==> config.mk <==
export PLATFORM = sky130hd
export DESIGN_NAME = upd_timer
export DESIGN_NICKNAME = d
export VERILOG_FILES = /design/src/rtl/upd_timer_pkg.sv /design/src/rtl/tmr_prescale.sv /design/src/rtl/tmr_count.sv /design/src/rtl/tmr_flag.sv /design/src/rtl/upd_timer.sv
export SDC_FILE = /design/constraint.sdc
export NUM_CORES = 1
export LEC_CHECK = 0
export BUFFER_PORTS_ARGS = -buffer_cell sky130_fd_sc_hd__buf_2
export CAP_MARGIN = 20
export CORE_ASPECT_RATIO = 0.75
export CORE_MARGIN = 5
export CORE_UTILIZATION = 40
export CTS_BUF_LIST = sky130_fd_sc_hd__clkbuf_4 sky130_fd_sc_hd__clkbuf_8
export DETAILED_ROUTE_END_ITERATION = 8
export PLACE_DENSITY = 0.68
export SLEW_MARGIN = 0
export SYNTH_ARGS = -nofsm -noshare
export SYNTH_HDL_FRONTEND = slang
export SYNTH_SLANG_ARGS = --single-unit
==> constraint.sdc <==
create_clock -name clk -period 2.1 [get_ports clk]
set_input_delay 0.105 -clock clk [delete_from_list [all_inputs] [get_ports clk]]
set_output_delay 0.105 -clock clk [all_outputs]
set_load 0.03 [all_outputs]
==> src/rtl/upd_timer_pkg.sv <==
package upd_timer_pkg;
    localparam logic [7:0] OFS_STAT = 8'h10;
    localparam logic [7:0] OFS_EVT  = 8'h14;
    localparam logic [7:0] OFS_CNT  = 8'h24;
    localparam int unsigned MIRROR_BIT = 31;
endpackage

==> src/rtl/tmr_prescale.sv <==
module tmr_prescale #(
    parameter int unsigned W = 16
) (
    input  logic         clk,
    input  logic         rst_n,
    input  logic         run,
    input  logic         clear,
    input  logic [W-1:0] limit,
    output logic         tick_o,
    output logic [W-1:0] val_o
);
    typedef struct packed {
        logic [W-1:0] cnt;
    } ps_t;

    ps_t st_d, st_q;
    logic at_lim;

    always_comb begin
        st_d   = st_q;
        at_lim = (st_q.cnt == limit);
        tick_o = 1'b0;
        if (clear) begin
            st_d.cnt = '0;
        end else if (run) begin
            if (at_lim) begin
                st_d.cnt = '0;
                tick_o   = 1'b1;
            end else begin
                st_d.cnt = st_q.cnt + 1'b1;
            end
        end
    end

    always_ff @(posedge clk or negedge rst_n) begin
        if (!rst_n) st_q <= '0;
        else        st_q <= st_d;
    end

    assign val_o = st_q.cnt;
endmodule

==> src/rtl/tmr_count.sv <==
module tmr_count #(
    parameter int unsigned W = 16
) (
    input  logic         clk,
    input  logic         rst_n,
    input  logic         tick,
    input  logic         reinit,
    input  logic         load,
    input  logic [W-1:0] load_val,
    input  logic [W-1:0] top_val,
    output logic [W-1:0] cnt_o,
    output logic         wrap_o
);
    typedef struct packed {
        logic [W-1:0] cnt;
    } ct_t;

    ct_t st_d, st_q;

    always_comb begin
        st_d   = st_q;
        wrap_o = 1'b0;
        if (reinit) begin
            st_d.cnt = '0;
        end else if (load) begin
            st_d.cnt = load_val;
        end else if (tick) begin
            if (st_q.cnt == top_val) begin
                st_d.cnt = '0;
                wrap_o   = 1'b1;
            end else begin
                st_d.cnt = st_q.cnt + 1'b1;
            end
        end
    end

    always_ff @(posedge clk or negedge rst_n) begin
        if (!rst_n) st_q <= '0;
        else        st_q <= st_d;
    end

    assign cnt_o = st_q.cnt;
endmodule

==> src/rtl/tmr_flag.sv <==
module tmr_flag (
    input  logic clk,
    input  logic rst_n,
    input  logic hw_evt,
    input  logic sw_evt,
    input  logic block,
    input  logic quiet,
    input  logic clr_req,
    output logic flag_o
);
    typedef struct packed {
        logic pend;
    } fl_t;

    fl_t  st_d, st_q;
    logic set_hw, set_sw;

    always_comb begin
        st_d   = st_q;
        set_hw = hw_evt && !block;
        set_sw = sw_evt && !block && !quiet;
        if (set_hw || set_sw) st_d.pend = 1'b1;
        else if (clr_req)     st_d.pend = 1'b0;
    end

    always_ff @(posedge clk or negedge rst_n) begin
        if (!rst_n) st_q <= '0;
        else        st_q <= st_d;
    end

    assign flag_o = st_q.pend;
endmodule

==> src/rtl/upd_timer.sv <==
module upd_timer
    import upd_timer_pkg::*;
#(
    parameter int unsigned CNT_W  = 16,
    parameter int unsigned ADDR_W = 8,
    parameter int unsigned DATA_W = 32
) (
    input  logic              clk,
    input  logic              rst_n,
    input  logic              run_i,
    input  logic              upd_block_i,
    input  logic              sw_quiet_i,
    input  logic              irq_en_i,
    input  logic [CNT_W-1:0]  psc_lim_i,
    input  logic [CNT_W-1:0]  reload_i,
    input  logic              wr_i,
    input  logic [ADDR_W-1:0] addr_i,
    input  logic [DATA_W-1:0] wdata_i,
    output logic [DATA_W-1:0] rdata_o,
    output logic              irq_o
);
    localparam int unsigned HI_W = DATA_W - CNT_W;

    logic             ug_req, cnt_wr, stat_clr;
    logic             ps_tick, ovf_evt, flag_q;
    logic [CNT_W-1:0] psc_val, cnt_val;
    logic [HI_W-1:0]  unused_hi;

    assign ug_req    = wr_i && (addr_i == ADDR_W'(OFS_EVT)) && wdata_i[0];
    assign cnt_wr    = wr_i && (addr_i == ADDR_W'(OFS_CNT));
    assign stat_clr  = wr_i && (addr_i == ADDR_W'(OFS_STAT)) && !wdata_i[0];
    assign unused_hi = wdata_i[DATA_W-1:CNT_W];

    tmr_prescale #(.W(CNT_W)) u_psc (
        .clk(clk), .rst_n(rst_n), .run(run_i), .clear(ug_req),
        .limit(psc_lim_i), .tick_o(ps_tick), .val_o(psc_val)
    );

    tmr_count #(.W(CNT_W)) u_cnt (
        .clk(clk), .rst_n(rst_n), .tick(ps_tick), .reinit(ug_req),
        .load(cnt_wr), .load_val(wdata_i[CNT_W-1:0]), .top_val(reload_i),
        .cnt_o(cnt_val), .wrap_o(ovf_evt)
    );

    tmr_flag u_flag (
        .clk(clk), .rst_n(rst_n), .hw_evt(ovf_evt), .sw_evt(ug_req),
        .block(upd_block_i), .quiet(sw_quiet_i), .clr_req(stat_clr),
        .flag_o(flag_q)
    );

    always_comb begin
        rdata_o = '0;
        if (addr_i == ADDR_W'(OFS_STAT)) begin
            rdata_o[0] = flag_q;
        end else if (addr_i == ADDR_W'(OFS_CNT)) begin
            rdata_o[CNT_W-1:0]  = cnt_val;
            rdata_o[MIRROR_BIT] = flag_q;
        end
    end

    assign irq_o = flag_q & irq_en_i;
endmodule

==> Word level (Yosys, flattened, before mapping) <==
Index checks and enable logic that the tools add are counted.
{ "classes": {"eq_ne": 5, "add_sub_neg": 2, "reduce_logical": 15, "bitwise_logic": 1, "muxes": 21} }
{ "ops": {"columns": ["operator", "n"], "rows": [
  ["$mux 16", 8],
  ["$add 16x1->16 const B", 2],
  ["$eq 16x16->1", 2],
  ["$eq 8x5->1 const B", 2],
  ["$mux 15", 1],
  ["$mux 1", 12],
  ["$eq 8x6->1 const B", 1],
  ["$logic_and 1x1->1", 8],
  ["$reduce_bool 2->1", 2],
  ["$logic_not 1->1", 3],
  ["$reduce_bool 3->1", 1],
  ["$and 1x1->1", 1],
  ["$logic_or 1x1->1", 1]
]} }
{ "word_totals": {"register_bits": 33, "wordCells": 47, "in_bits": 79, "out_inout_bits": 33} }

==> Depth between registers and ports, before layout <==
{ "logic_depth": {"depth_word": 10, "ltp_mapped": 8, "mapped_depth_nobuf": 7} }

==> Hierarchy <==
From an unflattened synthesis, not the netlist that was laid out.
{ "unflattened": {"hier_cells": 363, "hier_area_um2": 2985.4} }
{ "modules_own_cells": {"columns": ["module", "area_each_um2", "cells_per_inst", "n_inst", "seq_area_each_um2"], "rows": [
  ["tmr_count", 1356.3, 165, 1, 400.4],
  ["tmr_prescale", 1252.5, 146, 1, 400.4],
  ["upd_timer", 327.8, 47, 1, 0.0],
  ["tmr_flag", 48.8, 5, 1, 25.0]
]} }

==> Worst setup path before layout <==
No wires, ideal clock.
{ "synth_timing": {"path_kind": "reg2reg", "startpoint": "register u_cnt.st_q, in the netlist u_cnt.cnt_o[6]", "endpoint": "register u_cnt.st_q, in the netlist u_cnt.cnt_o[4]", "t_required_ns": 1.979, "stages_incl_launch_ff": 8, "arrival_time_ns": 1.707, "n_path_buf": 1, "period_less_slack_ns": 1.828, "setup_time_ns": 0.121, "slack_ns": 0.272, "path_cell_list": "dfrtp_1 -> buf_6 -> xnor2_4 -> nand4_2 -> nor4_4 -> nor3_2 -> a21o_1 -> a22o_1"} }
{ "synth_between": {"elab_chain_cells": 5} }
{ "synth_lines": {"columns": ["item", "line", "text"], "rows": [
  ["start: declaration", "tmr_count.sv:18", "ct_t st_d, st_q;"],
  ["start signal: assignment", "tmr_count.sv:39", "else st_q <= st_d;"],
  ["$eq 16x16->1", "tmr_count.sv:28", "if (st_q.cnt == top_val) begin"],
  ["$mux 16", "tmr_count.sv:28", null],
  ["$mux 16", "tmr_count.sv:27", "end else if (tick) begin"],
  ["$mux 16", "tmr_count.sv:25", "end else if (load) begin"],
  ["$mux 16", "tmr_count.sv:23", "if (reinit) begin"]
]} }
No other way between the ends. The select of a mux whose other input is x is not followed.
A chain may end at the register's enable or synchronous reset.

==> Worst setup path in the final report <==
{ "layout_timing": {"startpoint": "register u_psc.st_q, in the netlist u_psc.val_o[7]", "endpoint": "register u_cnt.st_q, in the netlist u_cnt.cnt_o[7]"} }
{ "layout_between": {"elab_chain_cells": 5} }
{ "layout_lines": {"columns": ["item", "line", "text"], "rows": [
  ["start: declaration", "tmr_prescale.sv:16", "ps_t st_d, st_q;"],
  ["start signal: assignment", "tmr_prescale.sv:37", "else st_q <= st_d;"],
  ["$eq 16x16->1", "tmr_prescale.sv:21", "at_lim = (st_q.cnt == limit);"],
  ["$mux 1", "tmr_prescale.sv:26", "if (at_lim) begin"],
  ["$mux 1", "tmr_prescale.sv:25", "end else if (run) begin"],
  ["$mux 1", "tmr_prescale.sv:23", "if (clear) begin"],
  ["$reduce_bool 3->1 (no source line)", null, null]
]} }
No other way between the ends.

==> impl_metrics.toml <==
[clock_tree]
numCtsBuffers = 5
cts_sinks = 33
clk_latency_ns = 0.29
cts_setup_buffers = 0
cts_tree = "done"
cts_buffer_depth = 2
root_buffer = "clkbuf_8"
htree_levels = 2
cts.clk_slew.worst_paths_ns = 0.06

[synthesis]
yosys.cell_types.count = 55
synth_edf_count = 0
netlist_area_sq_mm = 0.00277
syn_area_per_cell_sq_um = 8.90
ys_seq_area_share_pct = 29.8
async_flop_share_pct = 100
synth_seq_cells = 33
synthFlopType = "dfrtp_1"
synthCells = 311
yosys_warnings = 0

[cells_and_area]
fillers = 660
layout.nets = 485
final_cells = 488
drive_gt1_share_pct = 31.7
area.growth.synth_to_final_pct = 22.7
diodes = 0
post-route-util_pct = 50.2

[global_routing]
grt_max_degree = 34
grt_pass1_wl_um = 11800
grt_pass1_vias = 2420
grt_usage_pct = 17.2
antenna_found_initial = 0
overflow = 0

[hold_path]
worstHoldPathType = "primary input to flip-flop"
hp-start = "wdata_i[12]"
whs_endpoint = "u_cnt.cnt_o[12]$_DFFE_PN0P_"
whs_path_depth = 3

[setup_path]
reg2reg_to = "u_cnt.cnt_o[7]$_DFFE_PN0P_"
cp-start-kind = "flip-flop"
arrival_ns = 2.12
timing.rr.start = "u_psc.val_o[7]$_DFFE_PN0P_"
worstSetupPathType = "flip-flop to flip-flop"
worstPathMaxFanout = 9
r2r_slack_ns = 0.16
r2r_cells = 6
worst_setup_path_end_kind = "flip-flop"
crit_required_ns = 2.28

[floorplan]
ioPinCount = 112
die_w_um = 106
die_h_um = 82.1
die_area_sq_mm = 0.00870
core_sq_mm = 0.00677
rows = 26
start_util_pct = 40.9

[routing]
route.detailed.drc = 0
drt_iter0_drc = 144
drt-pass1-iter-count = 4
routed_wl_um = 7320
drtAntennaViolNets = 0
viasPerCell = 5.17
vias = 2521
routedWlPerCell_um = 15.0

[outcome]
status = "complete, no violations"

[place]
dp_hpwl_um = 5830
io_buffer_count = 80
place_congestion = 0.810
place_inst = 479

[sta]
fin_setup_tns_ns = 0
period_share_pct = 92.5
slew_violations = 0
fmax_mhz = 515
finalSetupViolations = 0
hold_viol_final = 0
worst_slew_pin_slew_ns = 0.749
relSlewSlack_pct = 50.1
rsz0062_at_grt = "no"
skew_ns = 0.00837
min_period_ns = 1.94

[pwr]
p_per_area_mw_per_mm2 = 487
leakagePower_nw = 1.52
peakVddDrop_v = 0.000284

[run]
drv_cap = 0
-- worst max-delay path by stage --
stage	from	endpoint	depth (start not counted)	slack, ns
CTS	u_psc.val_o[7]$_DFFE_PN0P_	u_cnt.cnt_o[7]$_DFFE_PN0P_	6	0.13
floorplan	u_cnt.cnt_o[6]$_DFFE_PN0P_	u_cnt.cnt_o[4]$_DFFE_PN0P_	7	0.27
global route	u_psc.val_o[7]$_DFFE_PN0P_	u_cnt.cnt_o[3]$_DFFE_PN0P_	6	0.01
finish	u_psc.val_o[7]$_DFFE_PN0P_	u_cnt.cnt_o[7]$_DFFE_PN0P_	6	0.16
detailed placement	u_psc.val_o[7]$_DFFE_PN0P_	u_cnt.cnt_o[7]$_DFFE_PN0P_	6	0.13
global placement	u_psc.val_o[13]$_DFFE_PN0P_	u_cnt.cnt_o[10]$_DFFE_PN0P_	6	0.19
-- critical path, stage by stage (launching register included) --
cell and delay (ns):
dfrtp_1 0.43, xnor2_1 0.19, nand4_1 0.15, nor4_4 0.40, a21oi_2 0.21, buf_4 0.22
a22o_1 0.23
-- per-layer routing --
layer  routed length [um]  GRT usage, %  share of wire (%)
met5                    0             0                  0
met4                   99          5.43                1.4
met3                  430          4.40                5.9
met2                 3260          26.9                 45
met1                 3530          23.5                 48
-- cell type report --
| cell class | instances | area, sq um | area share, % |
|---|---|---|---|
| Multi-Input combinational cell | 257 | 1750 | 51.6 |
| Sequential cell | 33 | 826 | 24.3 |
| Timing Repair Buffer | 101 | 601 | 17.7 |
| Tap cell | 84 | 105 | 3.09 |
| Clock buffer | 7 | 90.1 | 2.65 |
| Inverter | 6 | 22.5 | 0.663 |
-- cell usage in the layout (no fill, tap or decap), types with 3 or more instances in the layout --
master,n
a21oi_1,14
a22o_1,10
and2_1,16
buf_12,3
buf_2,80
buf_4,16
clkbuf_8,6
conb_1,15
dfrtp_1,33
inv_1,6
nand2_1,29
nand3_1,11
nand4_1,16
nand4_2,3
nor2_1,22
nor3_1,6
nor4_1,6
o21ai_0,3
o21ai_1,6
o31ai_1,6
or3_1,4
xnor2_1,34
xor2_1,14
-- power breakdown --
part | internal [W] | switching [W]
registers | 0.000685 | 0.0000485
clock network | 0.000273 | 0.000227
logic | 0.000200 | 0.000221
total | 0.00116 | 0.000497
-- cells in the mapped netlist, drive strengths merged, types with 4 or more instances --
| cell type | n | area share [%] |
|---|---|---|
| nand2 | 30 | 4.2 |
| xnor2 | 37 | 13 |
| a22o | 10 | 3.2 |
| buf | 28 | 7.8 |
| nand3 | 11 | 2.0 |
| or3 | 4 | 0.90 |
| dfrtp | 33 | 30 |
| o21ai | 9 | 1.6 |
| and2 | 16 | 3.6 |
| xor2 | 14 | 4.4 |
| o31ai | 7 | 2.1 |
| nand4 | 19 | 5.0 |
| nor3 | 8 | 1.8 |
| a21oi | 15 | 2.8 |
| nor4 | 8 | 2.9 |
| inv | 6 | 0.81 |
| nor2 | 24 | 3.6 |
-- metrics by stage --
step	hold WS, ns	instance area (sq um)	total power (W)	worst slack (ns)
final	0.0964	3400	0.00165	0.157
after global routing	0.109	3400	0.00175	0.0109
after CTS	0.0927	3400	0.00167	0.125
after detailed placement	0.214	3290	0.00116	0.133
after global placement	0.217	3290	0.00115	0.186
after floorplan	-0.191	2820	0.00101	0.272
-- cells by family (layout without fill, tap and decap cells) --
kind of cell,Yosys count,count (layout),share of synthesized area (%)
AND/OR/NAND/NOR,138,138,30.2
AO/OA/AOI/OAI,51,51,12.9
XOR/XNOR,51,51,17.4
buffers and inverters,35,114,8.72
flip-flops,33,33,29.8
adder cells (fa/ha/maj),2,2,0.904
other,1,15,0.135
-- sequential cells by signal (all words and copies together) (netlist names) --
signal and flops:
u_cnt.cnt_o 16, u_flag.flag_o 1, u_psc.val_o 16
-- repair_timing --
action                                  4_1_cts  5_1_grt
hold buffers                                  2        0
resized for setup                             0        0
hold endpoints to repair                     34        0
endpoints found under the setup margin        0        6
(Power assumes the default switching activity.)
